<file path="src/rtl/hrm_pkg.sv">
package hrm_pkg;

  // Operation applied to a counter in a given cycle
  typedef enum logic [1:0] {
    CNT_HOLD,
    CNT_INC,
    CNT_CLR,
    CNT_SET1
  } cnt_op_e;

  // Restart wins over everything; the event of the restart cycle seeds the new interval
  function automatic cnt_op_e pick_op(input logic restart, input logic frozen, input logic ev);
    if (restart) return ev ? CNT_SET1 : CNT_CLR;
    if (frozen || !ev) return CNT_HOLD;
    return CNT_INC;
  endfunction

endpackage

</file>
<file path="src/rtl/hrm_edge_sync.sv">
module hrm_edge_sync #(
  parameter int STAGES = 2
) (
  input  logic clk,
  input  logic rst_n,
  input  logic async_in,
  output logic rise_o
);
  logic [STAGES-1:0] chain;
  logic              last_q;

  generate
    for (genvar i = 0; i < STAGES; i++) begin : g_stage
      if (i == 0) begin : g_first
        always_ff @(posedge clk or negedge rst_n) begin
          if (!rst_n) chain[0] <= 1'b0;
          else        chain[0] <= async_in;
        end
      end else begin : g_next
        always_ff @(posedge clk or negedge rst_n) begin
          if (!rst_n) chain[i] <= 1'b0;
          else        chain[i] <= chain[i-1];
        end
      end
    end
  endgenerate

  always_ff @(posedge clk or negedge rst_n) begin
    if (!rst_n) last_q <= 1'b0;
    else        last_q <= chain[STAGES-1];
  end

  assign rise_o = chain[STAGES-1] & ~last_q;
endmodule

</file>
<file path="src/rtl/hrm_veto_gate.sv">
module hrm_veto_gate #(
  parameter int W = 8
) (
  input  logic         clk,
  input  logic         rst_n,
  input  logic         raw_hit,
  input  logic [W-1:0] gate_len,
  output logic         hit_ok,
  output logic         busy
);
  localparam logic [W-1:0] ONE = {{(W-1){1'b0}}, 1'b1};
  logic [W-1:0] remain_q;

  assign busy   = (remain_q != '0);
  assign hit_ok = raw_hit & ~busy;

  // Not retriggerable: only an accepted hit loads the gate
  always_ff @(posedge clk or negedge rst_n) begin
    if (!rst_n)      remain_q <= '0;
    else if (hit_ok) remain_q <= gate_len;
    else if (busy)   remain_q <= remain_q - ONE;
  end
endmodule

</file>
<file path="src/rtl/hrm_sat_counter.sv">
module hrm_sat_counter
  import hrm_pkg::*;
#(
  parameter int W = 16
) (
  input  logic         clk,
  input  logic         rst_n,
  input  cnt_op_e      op,
  output logic [W-1:0] value,
  output logic         full
);
  localparam logic [W-1:0] ONE = {{(W-1){1'b0}}, 1'b1};

  always_ff @(posedge clk or negedge rst_n) begin
    if (!rst_n) value <= '0;
    else begin
      case (op)
        CNT_INC:  value <= value + ONE;
        CNT_CLR:  value <= '0;
        CNT_SET1: value <= ONE;
        default:  value <= value;
      endcase
    end
  end

  assign full = (value == '1);
endmodule

</file>
<file path="src/rtl/hrm_rate_monitor.sv">
module hrm_rate_monitor
  import hrm_pkg::*;
#(
  parameter int HIT_W       = 16,
  parameter int TIME_W      = 24,
  parameter int VETO_W      = 8,
  parameter int SYNC_STAGES = 2
) (
  input  logic              clk,
  input  logic              rst_n,
  input  logic              disc_in,
  input  logic              tick_us,
  input  logic              rd_stb,
  input  logic [VETO_W-1:0] veto_len,
  output logic [HIT_W-1:0]  hit_snap,
  output logic [TIME_W-1:0] time_snap,
  output logic              snap_sat,
  output logic              live_sat
);
  logic              hit_raw;
  logic              hit_acc;
  logic              veto_busy;
  logic [HIT_W-1:0]  hit_cnt;
  logic [TIME_W-1:0] time_cnt;
  logic              hit_full;
  logic              time_full;
  logic              sat_now;
  cnt_op_e           hit_op;
  cnt_op_e           time_op;

  hrm_edge_sync #(.STAGES(SYNC_STAGES)) u_sync (
    .clk(clk), .rst_n(rst_n), .async_in(disc_in), .rise_o(hit_raw)
  );

  hrm_veto_gate #(.W(VETO_W)) u_veto (
    .clk(clk), .rst_n(rst_n), .raw_hit(hit_raw), .gate_len(veto_len),
    .hit_ok(hit_acc), .busy(veto_busy)
  );

  // One counter at all-ones freezes both
  assign sat_now = hit_full | time_full;
  assign hit_op  = pick_op(rd_stb, sat_now, hit_acc);
  assign time_op = pick_op(rd_stb, sat_now, tick_us);

  hrm_sat_counter #(.W(HIT_W)) u_hits (
    .clk(clk), .rst_n(rst_n), .op(hit_op), .value(hit_cnt), .full(hit_full)
  );

  hrm_sat_counter #(.W(TIME_W)) u_time (
    .clk(clk), .rst_n(rst_n), .op(time_op), .value(time_cnt), .full(time_full)
  );

  always_ff @(posedge clk or negedge rst_n) begin
    if (!rst_n) begin
      hit_snap  <= '0;
      time_snap <= '0;
      snap_sat  <= 1'b0;
    end else if (rd_stb) begin
      hit_snap  <= hit_cnt;
      time_snap <= time_cnt;
      snap_sat  <= sat_now;
    end
  end

  assign live_sat = sat_now;
endmodule

</file>
<file path="config.mk">
export PLATFORM = sky130hd
export DESIGN_NAME = hrm_rate_monitor
export DESIGN_NICKNAME = d
export VERILOG_FILES = /design/src/rtl/hrm_pkg.sv /design/src/rtl/hrm_edge_sync.sv /design/src/rtl/hrm_veto_gate.sv /design/src/rtl/hrm_sat_counter.sv /design/src/rtl/hrm_rate_monitor.sv
export SDC_FILE = /design/constraint.sdc
export NUM_CORES = 1
export LEC_CHECK = 0
export ABC_CLOCK_PERIOD_IN_PS = 5300
export BUFFER_PORTS_ARGS = -buffer_cell sky130_fd_sc_hd__buf_2
export CAP_MARGIN = 25
export CORE_MARGIN = 3
export CORE_UTILIZATION = 35
export CTS_CLUSTER_DIAMETER = 120
export DETAILED_ROUTE_END_ITERATION = 10
export PLACE_DENSITY = 0.61
export SYNTH_ARGS = -nofsm -noshare
export SYNTH_HDL_FRONTEND = slang
export SYNTH_SLANG_ARGS = --single-unit
</file>
<file path="constraint.sdc">
create_clock -name clk -period 5.3 [get_ports clk]
set_clock_uncertainty 0.05 [all_clocks]
set_input_delay 0.265 -clock clk [delete_from_list [all_inputs] [get_ports clk]]
set_output_delay 0.265 -clock clk [all_outputs]
set_load 0.05 [all_outputs]
</file>
; ---- Word level (Yosys, flattened, before mapping)
; Index checks and enable logic that the tools add are counted.
[op_classes]
addsub = 3
eq_ne = 8
muxes = 19
bitwise_logic = 5
reduce_logical = 8
[op_table]
columns = op, count
row1 = 24-bit one-hot mux with 3 select lines, 1
row2 = 16-bit one-hot mux with 3 select lines, 1
row3 = 24-bit by 1-bit adder with 24-bit output (second input constant), 1
row4 = 24-bit == test (second input constant), 1
row5 = 16-bit by 1-bit adder with 16-bit output (second input constant), 1
row6 = 16-bit == test (second input constant), 1
row7 = 2-bit 2-to-1 mux, 8
row8 = 8-bit 2-to-1 mux, 2
row9 = 2-bit == test (second input constant), 4
row10 = 8-bit nonzero test, 1
row11 = 8-bit by 1-bit subtractor with 8-bit output (second input constant), 1
row12 = 1-bit 2-to-1 mux, 7
row13 = 3-bit nonzero test, 2
row14 = 2-bit by 1-bit == test with 1-bit output (second input constant), 2
row15 = 1-bit AND, 2
row16 = 1-bit logical NOT, 2
row17 = 1-bit logical OR, 2
row18 = 1-bit inverter, 2
row19 = 2-bit nonzero test, 1
row20 = 1-bit OR, 1
[totals]
register_bits = 92
input_bits = 13
wordCells = 52

; ---- Logic depth before layout (Yosys ltp)
; Gate-level depths: netlist of the first run.
[depth]
depth_word = 11
ltp_mapped = 10
ltp_nobuf = 8

; ---- Modules after synthesis
; Synthesis of the first run repeated with hierarchy kept, for this count alone.
[hier_totals]
hier_cells = 357
area_unflattened_um2 = 4393.0
[modules_own_cells]
columns = module, n_inst, cells_per_inst, area_each_um2, seq_area_each_um2
row1 = hrm_rate_monitor, 1, 92, 1725.4, 1026.0
row2 = hrm_sat_counter (u_time), 1, 129, 1268.7, 600.6
row3 = hrm_sat_counter (u_hits), 1, 82, 818.3, 400.4
row4 = hrm_veto_gate, 1, 50, 491.7, 200.2
row5 = hrm_edge_sync, 1, 4, 88.8, 75.1

; ---- Least setup slack after synthesis of the first run
; OpenSTA, ideal clock, no wires.
[synth_timing]
path_type = flip-flop to flip-flop
startpoint = register u_hits.value[0]
endpoint = register u_time.value[4]
setup_time_ps = 132
arrival_ps = 2336
required_ps = 5118
slack_ps = 2782
path_stages_with_launch = 10
synth_period_minus_slack_ps = 2518
cell_sequence = dfrtp_1 > ha_1 > nand4_1 > nor4_2 > a31oi_1 > inv_1 > clkbuf_1 > nor3_1 > xnor2_1 > nor2_1
[synth_via]
elab_chain_len = 9
[synth_lines]
columns = item, line_no
row1 = "start, declared", hrm_sat_counter.sv:9  ; output logic [W-1:0] value,
row2 = "start signal, assigned", hrm_sat_counter.sv:18  ; CNT_INC: value <= value + ONE;
row3 = "start signal, assigned", hrm_sat_counter.sv:21  ; default: value <= value;
row4 = 16-bit == test *, hrm_sat_counter.sv:26  ; assign full = (value == '1);
row5 = 1-bit OR *, hrm_rate_monitor.sv:41  ; assign sat_now = hit_full | time_full;
row6 = net live_sat, hrm_rate_monitor.sv:18  ; output logic live_sat
row7 = 1-bit logical OR *, hrm_pkg.sv:14  ; if (frozen || !ev) return CNT_HOLD;
row8 = 1-bit 2-to-1 mux (2 in a row), hrm_pkg.sv:14
row9 = 2-bit 2-to-1 mux *, hrm_pkg.sv:15  ; return CNT_INC;
row10 = 2-bit 2-to-1 mux *, hrm_pkg.sv:14
row11 = 2-bit == test / 2-bit by 1-bit == test with 1-bit output (equally long branches), hrm_sat_counter.sv:17  ; case (op)
row12 = 24-bit one-hot mux with 3 select lines / 3-bit nonzero test (equally long branches), n/a
row13 = "end signal, assigned", hrm_sat_counter.sv:18
row14 = "end signal, assigned", hrm_sat_counter.sv:21
row15 = "end, declared", hrm_sat_counter.sv:9
; The timed path passes the listed nets; every way through them passes the cells marked *. The select of a mux whose other input is x is not followed.
; A chain may end at the register's enable or synchronous reset.

; ---- Worst setup path in the final report of the first run
[layout_timing]
startpoint = register u_hits.value[0]
endpoint = output port live_sat
[layout_via]
elab_chain_len = 2
[layout_lines]
columns = item, line_no
row1 = 16-bit == test, hrm_sat_counter.sv:26
row2 = 1-bit OR, hrm_rate_monitor.sv:41
row3 = "end, declared", hrm_rate_monitor.sv:18
; Every way passes these cells.

==> results of run 1 <==
==> sequential cells by signal (all words and copies together) (netlist names) <==
name,cells
time_snap,24
hit_snap,16
u_sync.last_q,1
u_hits.value,16
u_veto.remain_q,8
u_sync.chain,2
u_time.value,24
snap_sat,1
==> layout by cell type, fill, tap and decap left out, drive strengths merged <==
cell type | synthesis | final
dfrtp | 92 | 92
buf | 3 | 56
mux2 | 41 | 41
nor2 | 38 | 38
nand3 | 27 | 27
xor2 | 24 | 24
nand2 | 19 | 19
a21oi | 16 | 16
nor3 | 14 | 14
inv | 10 | 14
nand4 | 11 | 11
clkbuf | 11 | 10
o21ai | 9 | 9
and3 | 7 | 7
xnor2 | 7 | 7
or3 | 7 | 7
and4 | 3 | 3
a31oi | 3 | 3
o31ai | 3 | 3
ha | 3 | 3
nor4 | 3 | 3
and2 | 2 | 2
mux2i | 2 | 2
nor3b | 2 | 2
nor2b | 2 | 2
nand2b | 2 | 2
a211oi | 2 | 2
nand3b | 2 | 2
clkinv | 0 | 2
dlygate4sd3 | 0 | 2
or3b | 1 | 1
o22ai | 1 | 1
o31a | 1 | 1
nand4bb | 1 | 1
nand4b | 1 | 1
==> cell type report <==
type / count / area (um^2) / share of cell area, %
clock inverters: 6 / 52.6 / 1.08
well taps: 143 / 179 / 3.69
flip-flops and latches: 92 / 2300 / 47.5
multi-input cells: 254 / 1730 / 35.7
clock buffers: 10 / 239 / 4.93
repair buffers: 58 / 308 / 6.35
inverters: 10 / 37.5 / 0.774
==> cells by family (layout without fill, tap and decap cells) <==
group                      Yosys count  in the layout
DFF                                 92             92
and+or+nand+nor                    142            142
buffers and inverters               24             84
muxes                               43             43
xor gates and xnor gates            31             31
adders and majority gates            3              3
AOI/OAI and AO/OA                   35             35
==> critical path: stages (launching register included) <==
cell and delay [ns]:
dfrtp_1 0.43, ha_1 0.23, nand4_1 0.11, nor4_2 0.64, a31oi_1 0.18, inv_1 0.36, buf_2 0.34
==> power by group through the flow <==
| stage | clock network [mW] | logic (mW) | registers [mW] |
|---|---|---|---|
| finish | 0.622 | 0.0607 | 0.712 |
| global route | 0.671 | 0.0677 | 0.713 |
| detailed placement | 0 | 0.0620 | 0.726 |
| CTS | 0.641 | 0.0633 | 0.713 |
| floorplan | 0 | 0.0235 | 0.736 |
| global placement | 0 | 0.0614 | 0.726 |
==> layer usage <==
metal  track usage [%]  routed length (um)  up-vias
met2              21.8                4080       66
met3              3.28                 363        7
met5                 0                   0        -
li1                  -                   -     1413
met1              17.5                3790     1432
met4              5.30                  79        0
==> what timing repair did <==
action,in CTS,in global routing
endpoints found under the hold margin,43,0
endpoints found under the setup margin,0,0
gates resized for setup,0,0
buffers inserted,0,0
hold buffers,2,0
==> worst paths after layout <==
kind	from	end	slack [ns]	cells after the start
max reg2reg	u_veto.remain_q[0]$_DFFE_PN0P_	u_hits.value[11]$_DFFE_PN0P_	2.44	8
max in group asynchronous	rst_n	u_veto.remain_q[4]$_DFFE_PN0P_	3.77	3
min	tick_us	u_time.value[0]$_DFFE_PN0P_	0.15	3
min reg2reg	u_sync.chain[0]$_DFF_PN0_	u_sync.chain[1]$_DFF_PN0_	0.30	0
max	u_hits.value[0]$_DFFE_PN0P_	live_sat	2.36	6
min in group asynchronous	rst_n	u_time.value[15]$_DFFE_PN0P_	0.40	2
==> results.md, run 1 <==
* Status: completed
* Final Power at 1.40 mW
* HP Class: in -> reg
* DP Area at 4540 um^2
* Yosys warning count at 0
* DP Worst Slack at roughly 2.5 ns
* Critical Path Start Type: flip-flop
* Worst EP required at 4.99 ns
* Port Buf Inserts at 54
* Period utilisation layout at 55.5%
* Synth top cells by count: dfrtp_1, mux2_2, nor2_1
* Initial antenna violation count at 0
* Clk root buf: clkbuf_16
* Worst-path clk slew at 0.07 ns
* Die H at 115 um
* Achievable Freq at between 300 and 400 MHz
* Distinct cell type count after synthesis at 38
* Vias in the first global route at 2962
* First-pass DRT Iterations at 4
* Antenna Nets Post-Route at 0
* Core area at about 11000 um^2
* Total global-route track usage at 13.5%
* P_int at 1.06 mW
* Initial DRC Count at 85
* Post-synthesis mux area share at 11.7%
* Post-DP HPWL at between 5000 and 6000 um
* Die width at roughly 110 um
* Overall die area at 13100 um^2
* Final Max Slew Viols at 0
* Inst Count DP at 555
* Sequential share of the synthesized area at 55.8%
* Net count, final at 441
* ANT cells at 0
* Clk Latency, worst-skew pair at between 0.3 and 0.4 ns
* First-pass GRT wire length at 14200 um
* Final core utilization at 42.3%
* Lkg Pwr at about 2.3 nW
* Gpl congestion at 0.811
* Peak VDD IR at 161 uV
* Largest net degree at the start of global routing at 51
* Synth Area in Simple Gates at a little under a fifth
* Setup_tns at 0 ns
* Setup ws final at 2.36 ns
* TritonCTS sink count at 92
* Final setup vio count at 0
* Largest family of logic cells by synthesized area: simple AND/OR/NAND/NOR gates
* Synth Flop Type: dfrtp_1
* Top cells by area, synth: dfrtp_1, mux2_2, xor2_1, nor2_1, nand3_1
* TritonCTS buffer count at 9
* Comb pwr share at 4.4%
* Grt ovf at 0
* Sw Share at 23.7%
* I/O pins at 55
* Worst setup EP type: primary output
* Syn nets at roughly 390
* Cell Pwr Density at 288 nW/um^2
* WP data arrival at ~2.6 ns
* CTS tree: done
* Design area at 4850 um^2
* Seq pwr share at 51.1%
* Fin cells at 573
* Area growth syn-to-layout at 17.5%
* Vias at 2918
* Cell count after synthesis at 370
* Row cnt at 39
* Filler cell count at 1102
* CP Class: reg -> out
* Wire per inst at roughly 14 um
* H-Tree Depth at 3
* Synth Area in Compound Gates at under 10%
* Seq cells post-synth at 92
* Final hold vios at 0
* Ratio of cells with drive above 1 in the final layout at 27.2%
* Mapped Avg Cell Area at 11.2 um^2
* Routed WL at 8310 um
* Max clock buf depth at 2
* Clock power frac at 44.6%
* Asr flop ratio synth at 100%
* Area of the mapped netlist at 4130 um^2
* Synth Area in Adders at 0.910%
* RSZ-0062 raised after global routing: false
* Initial Utilization at 36.0%
* Slew headroom at 43.3%
* EDFF count, synth at 0
* Worst hold slack at 0.150 ns
* Actual slew at the worst max-slew pin at 0.843 ns
* Maximum fanout along the worst path at 12
* Most frequent cell after synthesis: dfrtp_1
* XOR/XNOR Fraction of Synth Area at around 6.6%
* Yosys top cell by area: dfrtp_1
* Post-synth top area share at 55.8%
* DRC at 0
* NetSw at between 0.3 and 0.4 mW
* Max-Cap Viols at 0
* Vias per Instance at just over 5
* Tmin final at 2.94 ns
(Power assumes the default switching activity.)
==> inputs of run 2 (changes only) <==
--- a/config.mk
+++ b/config.mk
@@ -5,14 +5,15 @@
 export SDC_FILE = /design/constraint.sdc
 export NUM_CORES = 1
 export LEC_CHECK = 0
-export ABC_CLOCK_PERIOD_IN_PS = 5300
+export ABC_AREA = 1
+export ABC_CLOCK_PERIOD_IN_PS = 2500
 export BUFFER_PORTS_ARGS = -buffer_cell sky130_fd_sc_hd__buf_2
 export CAP_MARGIN = 25
 export CORE_MARGIN = 3
 export CORE_UTILIZATION = 35
 export CTS_CLUSTER_DIAMETER = 120
 export DETAILED_ROUTE_END_ITERATION = 10
-export PLACE_DENSITY = 0.61
+export PLACE_DENSITY = 0.62
 export SYNTH_ARGS = -nofsm -noshare
 export SYNTH_HDL_FRONTEND = slang
 export SYNTH_SLANG_ARGS = --single-unit
==> constraint.sdc (replaced) <==
create_clock -name clk -period 2.5 [get_ports clk]
set_clock_uncertainty 0.05 [all_clocks]
set_input_delay 0.125 -clock clk [delete_from_list [all_inputs] [get_ports clk]]
set_output_delay 0.125 -clock clk [all_outputs]
set_load 0.05 [all_outputs]
==> run 2 against run 1 <==
Critical path depth is 1 higher; total power rose by 120%; critical path type unchanged; synthesized cell count up 75%; sequential share of layout area down 7.6 points; utilization grew 0.45 points; hold slack got worse by 0.13 ns.
==> results.md, run 2 <==
* H-Tree Depth at 3 (unchanged)
* WP data arrival at 2.18 ns (was 2.63 ns)
* Vias in the first global route at 4031 (was 2962)
* Seq pwr share at 48.4% (was 51.1%)
* Yosys warning count at 0 (unchanged)
* Worst EP required at 2.33 ns (was 4.99 ns)
* Initial Utilization at 36.5% (was 36.0%)
* Lkg Pwr at 2.92 nW (was 2.30 nW)
* Grt ovf at 0 (unchanged)
* Filler cell count at 1332 (was 1102)
* Largest registers: time_snap: 24 flops, u_time.value: 24 flops (unchanged)
* Ratio of cells with drive above 1 in the final layout at 16.2% (was 27.2%)
* Yosys top cell by area: dfrtp_1 (unchanged)
* Overall die area at 15500 um^2 (was 13100 um^2)
* Worst-path clk slew at 0.06 ns (was 0.07 ns)
* Worst path slowest cell: dfrtp_1 (was nor4_2)
* TritonCTS sink count at 92 (unchanged)
* Clock power frac at 45.9% (was 44.6%)
* Final core utilization at 42.7% (was 42.3%)
* Vias at 4318 (was 2918)
* Net count, final at 719 (was 441)
* Sequential share of the synthesized area at 46.7% (was 55.8%)
* Worst setup EP type: primary output (unchanged)
* Period utilisation layout at between 90% and 100%
* Worst reg2reg path depth at 10 (was 8)
* CP peak stage delay at 0.51 ns (was 0.64 ns)
* Row cnt at 42 (was 39)
* Post-synth top area share at 46.7% (was 55.8%)
* R2R Setup Slk at 0.39 ns (was 2.44 ns)
* Maximum fanout along the worst path at 5 (was 12)
* Post-CTS Setup Inserts at 0 (unchanged)
* Distinct cell type count after synthesis at 35 (was 38)
* Sw Share at 22.7% (was 23.7%)
* Die width at 125 um (was 115 um)
* Setup crit end: live_sat (unchanged)
* Cell count after synthesis at 647 (was 370)
* Antenna Nets Post-Route at 0 (unchanged)
* Seq cells post-synth at 92 (unchanged)
* Crit-path cells: nand2_1 -> nor2_1 -> inv_1 -> nor2_2 -> nand4_1 -> o21ai_0 -> buf_2 (was ha_1 -> nand4_1 -> nor4_2 -> a31oi_1 -> inv_1 -> buf_2)
* Max-Cap Viols at 0 (unchanged)
* Final hold vios at 0 (unchanged)
* Top cells by area, synth: dfrtp_1, nand2_1, nand3_1, nor2_1, xor2_1 (was dfrtp_1, mux2_2, xor2_1, nor2_1, nand3_1)
* I/O pins at 55 (unchanged)
* Comb pwr share at 5.7% (was 4.4%)
* Asr flop ratio synth at 100% (unchanged)
* FF-to-FF Start: u_time.value[0]$_DFFE_PN0P_ (was u_veto.remain_q[0]$_DFFE_PN0P_)
* Core area at 13500 um^2 (was 11500 um^2)
* CP Class: reg -> out (unchanged)
* Clk root buf: clkbuf_16 (unchanged)
* Slew headroom at 57.2% (was 43.3%)
* Wire per inst at 13.2 um (was 14.5 um)
* Initial DRC Count at 383 (was 85)
* DRC at 0 (unchanged)
* Max clock buf depth at 2 (unchanged)
* Die H at 125 um (was 115 um)
* Synth top cells by count: nand2_1, dfrtp_1, nor2_1 (was dfrtp_1, mux2_2, nor2_1)
* EDFF count, synth at 0 (unchanged)
* Vias per Instance at 4.88 (was 5.09)
* Area growth syn-to-layout at 17.2% (was 17.5%)
* Initial antenna violation count at 0 (unchanged)
* First-pass DRT Iterations at 5 (was 4)
* Final setup vio count at 0 (unchanged)
* Worst r2r dst: u_hits.value[2]$_DFFE_PN0P_ (was u_hits.value[11]$_DFFE_PN0P_)
* Setup_tns at 0 ns (unchanged)
* Post_cts resized at 0 (unchanged)
* TritonCTS buffer count at 9 (unchanged)
* Status: completed (unchanged)
* Commonest cells after routing, fill and taps aside: nand2_1, dfrtp_1, nor2_1 (was dfrtp_1, buf_2, mux2_2)
* Most frequent cell after synthesis: nand2_1 (was dfrtp_1)
* Port Buf Inserts at 54 (unchanged)
* Gpl congestion at 0.916 (was 0.811)
* Synth Flop Type: dfrtp_1 (unchanged)
* Leading cell type in the layout, fill and taps excluded: nand2_1 (was dfrtp_1)
* Peak VDD IR at 297 uV (was 161 uV)
* RSZ-0062 raised after global routing: false (unchanged)
* Actual slew at the worst max-slew pin at 0.642 ns (was 0.843 ns)
* Achievable Freq at 426 MHz
* Clk Latency, worst-skew pair at 0.34 ns (about the same)
* Cell Pwr Density at 543 nW/um^2 (was 288 nW/um^2)
* HP Class: in -> reg (unchanged)
* Post-CTS Hold Fix Bufs at 8 (was 2)
* Post-DP HPWL at 8200 um (was 5720 um)
* Total global-route track usage at 15.4% (was 13.5%)
* Routed WL at 11700 um (was 8310 um)
* Worst hold slack at 0.0213 ns (was 0.150 ns)
* P_int at 2.42 mW (was 1.06 mW)
* Area of the mapped netlist at 4920 um^2 (was 4130 um^2)
* CP startpoint: u_time.value[16]$_DFFE_PN0P_ (was u_hits.value[0]$_DFFE_PN0P_)
* CTS tree: done (unchanged)
* Syn nets at 663 (was 386)
* Tmin final at 2.35 ns
* Largest net degree at the start of global routing at 61 (was 51)
* Final Max Slew Viols at 0 (unchanged)
* Mapped Avg Cell Area at 7.61 um^2 (was 11.2 um^2)
* NetSw at 0.710 mW (was 0.330 mW)
* First-pass GRT wire length at 19900 um (was 14200 um)
* Critical Path Start Type: flip-flop (unchanged)
## run 2: cell types whose count changed in the layout (fill, tap and decap cells not counted), sizes merged, moves of 12 or more
| cell | delta |
|---|---|
| nor3 | -12 |
| nor2 | +48 |
| inv | +19 |
| a21oi | -13 |
| nand2 | +252 |
| mux2 | -41 |
| nand3 | +46 |
## run 2: final cells by class
cell class | count | area, um^2 | share of cell area, %
multi-input combinational | 498 | 2380 | 41.2
sequential | 92 | 2300 | 39.9
timing repair buffer | 69 | 430 | 7.46
clock buffer | 10 | 229 | 3.97
tap | 176 | 220 | 3.82
inverter | 33 | 125 | 2.17
clock inverter | 6 | 86.3 | 1.50
antenna | 1 | 2.50 | 0.0434
## run 2: power groups by stage
stage          Clock, mW  Combinational (mW)  Sequential (mW)
2_1_floorplan          0              0.0808             1.56
3_3_place_gp           0               0.169             1.54
3_5_place_dp           0               0.170             1.54
4_1_cts             1.48               0.181             1.52
5_1_grt             1.54               0.198             1.52
6_report            1.44               0.177             1.52
## run 2: critical path: cells and delay by family, from the launching register on
family	cells	cell delay, ns
and+or+nand+nor	4	0.58
DFF	1	0.51
buffers and inverters	2	0.40
AOI/OAI and AO/OA	1	0.34
## run 2: through the flow
stage          std cells  total power, mW  worst slack [ns]  cell area (um^2)
6_report             885             3.13             0.150              5770
5_1_grt              884             3.26            0.0750              5770
4_1_cts              884             3.17             0.129              5770
3_5_place_dp         860             1.72             0.420              5370
3_3_place_gp         860             1.71             0.487              5370
2_1_floorplan        647             1.64             0.360              4920
## run 2: worst min path at each step
stage,start,end,depth (start not counted)
after floorplan,rst_n,hit_snap[0]$_DFFE_PN0P_,0
after global placement,rst_n,time_snap[9]$_DFFE_PN0P_,1
after detailed placement,rst_n,time_snap[9]$_DFFE_PN0P_,1
after CTS,veto_len[6],u_veto.remain_q[6]$_DFFE_PN0P_,3
after global routing,veto_len[6],u_veto.remain_q[6]$_DFFE_PN0P_,3
final,veto_len[6],u_veto.remain_q[6]$_DFFE_PN0P_,3
## run 2: layer usage
metal | vias up | GRT usage [%] | wire length [um]
li1 | 2145 | - | -
met1 | 2048 | 22.1 | 5720
met2 | 111 | 22.3 | 4980
met3 | 14 | 3.73 | 784
met4 | 0 | 5.93 | 225
met5 | - | 0 | 0
## run 2: kinds of logic after synthesis
| family | Yosys count | synth area share, % |
|---|---|---|
| simple gates | 442 | 39.8 |
| compound gates | 27 | 3.05 |
| flops | 92 | 46.7 |
| buf+inv | 57 | 5.00 |
| fa+ha+maj | 3 | 0.762 |
| xor+xnor | 26 | 4.62 |
==> inputs of run 3 (changes only) <==
--- a/config.mk
+++ b/config.mk
@@ -10,10 +10,10 @@
 export BUFFER_PORTS_ARGS = -buffer_cell sky130_fd_sc_hd__buf_2
 export CAP_MARGIN = 25
 export CORE_MARGIN = 3
-export CORE_UTILIZATION = 35
+export CORE_UTILIZATION = 53
 export CTS_CLUSTER_DIAMETER = 120
 export DETAILED_ROUTE_END_ITERATION = 10
-export PLACE_DENSITY = 0.62
+export PLACE_DENSITY = 0.84
 export SYNTH_ARGS = -nofsm -noshare
 export SYNTH_HDL_FRONTEND = slang
 export SYNTH_SLANG_ARGS = --single-unit
==> run 3 against run 2 <==
First-iteration DRC count decreased by 30%; register-to-register slack barely moved; critical endpoint unchanged; combinational power is essentially flat; wire length fell by 2.6%; largest cell class unchanged; critical path type unchanged; via count grew 1.0%; non-clock buffer count unchanged; total power shrank 14%; clock-buffer cell count rose by 2; clock power decreased by 30%.
==> results.md, run 3 (same netlist as run 2, synthesis figures left out) <==
* Actual slew at the worst max-slew pin at 0.737 ns (was 0.642 ns)
* Critical path's top delay family: simple AND/OR/NAND/NOR gates (unchanged)
* Total global-route track usage at 23.1% (was 15.4%)
* Die width at 102 um (was 125 um)
* Cell Pwr Density at 486 nW/um^2 (was 543 nW/um^2)
* TritonCTS sink count at 92 (unchanged)
* Grt ovf at 0 (unchanged)
* Ratio of cells with drive above 1 in the final layout at 16.0% (was 16.2%)
* Final hold vios at 0 (unchanged)
* First-pass GRT wire length at 19300 um (was 19900 um)
* Worst path slowest cell: dfrtp_1 (unchanged)
* Achievable Freq at 450 MHz (was 426 MHz)
* Setup ws final at 0.276 ns (was 0.150 ns)
* Setup_tns at 0 ns (unchanged)
* RSZ-0062 raised after global routing: false (unchanged)
* Post-CTS Setup Inserts at 0 (unchanged)
* Die H at 102 um (was 125 um)
* CP Class: reg -> out (unchanged)
* Area growth syn-to-layout at 13.2% (was 17.2%)
* Net count, final at 719 (unchanged)
* DRC at 0 (unchanged)
* Commonest cells after routing, fill and taps aside: nand2_1, dfrtp_1, nor2_1 (unchanged)
* Fin cells at 815 (was 885)
* Antenna Nets Post-Route at 0 (unchanged)
* Inst Count DP at 791 (was 860)
* Critical Path Start Type: flip-flop (unchanged)
* CP peak stage delay at 0.50 ns (was 0.51 ns)
* Initial antenna violation count at 0 (unchanged)
* Lkg Pwr at 2.87 nW (was 2.92 nW)
* Overall die area at 10500 um^2 (was 15500 um^2)
* Row cnt at 34 (was 42)
* Worst EP required at 2.33 ns (about the same)
* TritonCTS buffer count at 9 (unchanged)
* ANT cells at 0 (was 1)
* Core area at 8890 um^2 (was 13500 um^2)
* Final Max Slew Viols at 0 (unchanged)
* H-Tree Depth at 3 (unchanged)
* Largest net degree at the start of global routing at 61 (unchanged)
* Status: completed (unchanged)
* Initial DRC Count at 269 (was 383)
* Max-Cap Viols at 0 (unchanged)
* Peak VDD IR at 263 uV (was 297 uV)
* Port Buf Inserts at 54 (unchanged)
* First-pass DRT Iterations at 5 (unchanged)
* Vias per Instance at 5.35 (was 4.88)
* Max clock buf depth at 2 (unchanged)
* WP data arrival at 2.05 ns (was 2.18 ns)
* Period utilisation layout at 89.0% (was 94.0%)
* Clk Latency, worst-skew pair at 0.36 ns (was 0.34 ns)
* Vias at 4362 (was 4318)
* Gpl congestion at 0.936 (was 0.916)
* Crit-path cells: nand2_1 -> nor2_1 -> inv_1 -> nor2_2 -> nand4_1 -> o21ai_0 -> buf_2 (unchanged)
* Largest registers: time_snap: 24 flops, u_time.value: 24 flops (unchanged)
* Post-DP HPWL at 7870 um (was 8200 um)
* CTS tree: done (unchanged)
* Buf/Inv on CP at 2 (unchanged)
* Vias in the first global route at 4133 (was 4031)
* Clk root buf: clkbuf_8 (was clkbuf_16)
* Worst setup EP type: primary output (unchanged)
* HP Class: in -> reg (unchanged)
* Tmin final at 2.22 ns (was 2.35 ns)
* Slew headroom at 50.8% (was 57.2%)
* Worst hold slack at 0.0283 ns (was 0.0213 ns)
* Worst-path clk slew at 0.08 ns (was 0.06 ns)
* Routed WL at 11400 um (was 11700 um)
* Leading cell type in the layout, fill and taps excluded: nand2_1 (unchanged)
* Maximum fanout along the worst path at 5 (unchanged)
* I/O pins at 55 (unchanged)
* Wire per inst at 14.0 um (was 13.2 um)
* DP Worst Slack at 0.447 ns (was 0.420 ns)
* Initial Utilization at 55.4% (was 36.5%)
* Final setup vio count at 0 (unchanged)
run 3: cell count changes in the layout (fill, tap and decap cells not counted), sizes merged:
cell / previous run / this run
clkinv: 3 / 2
buf: 61 / 60
dlygate4sd3: 8 / 9
diode: 1 / 0
bufinv: 2 / 1
clkbuf: 10 / 12
inv: 33 / 32
run 3: final timing paths:
check,startpoint,endpoint,slack (ns),cells after the start
min in group asynchronous,rst_n,u_sync.last_q$_DFF_PN0_,0.30,2
max in group asynchronous,rst_n,hit_snap[14]$_DFFE_PN0P_,1.45,3
min reg2reg,u_sync.chain[0]$_DFF_PN0_,u_sync.chain[1]$_DFF_PN0_,0.31,0
max,u_time.value[16]$_DFFE_PN0P_,live_sat,0.28,7
min,tick_us,u_time.value[0]$_DFFE_PN0P_,0.03,3
max reg2reg,u_time.value[0]$_DFFE_PN0P_,u_hits.value[2]$_DFFE_PN0P_,0.40,10
run 3: timing repair:
| action | in CTS | in global routing |
|---|---|---|
| hold buffers | 9 | 0 |
| resized for setup | 0 | 0 |
| hold endpoints to repair | 60 | 0 |
run 3: per-layer routing:
metal | vias up | part of all wire, % | GRT usage (%)
met1 | 2030 | 47 | 32.0
met5 | - | 0 | 0
met2 | 167 | 45 | 36.5
met4 | 0 | 1.9 | 8.68
li1 | 2144 | - | -
met3 | 21 | 6.6 | 4.16
run 3: stage by stage:
stage               cell area [um^2]  power [mW]  utilization [%]
floorplan                       4920        1.64                -
global placement                5280        1.71             59.4
detailed placement              5280        1.71             59.4
CTS                             5570        2.73             62.7
global route                    5570        2.81             62.7
finish                          5570        2.71             62.7
run 3: worst min-delay path: cells and delay by family:
family	cells	cell delay [ns]
buffers and inverters	1	0.14
and+or+nand+nor	2	0.13
run 3: power by group:
| group | switching [mW] | internal [mW] |
|---|---|---|
| logic | 0.131 | 0.0451 |
| registers | 0.0156 | 1.50 |
| clock network | 0.501 | 0.514 |
run 3: area by class of cell:
class,count,area [um^2]
Fill cell,758,3320
Multi-Input combinational cell,498,2380
Sequential cell,92,2300
Timing Repair Buffer,69,433
Clock buffer,12,155
Tap cell,108,135
Inverter,33,125
Clock inverter,3,46.3
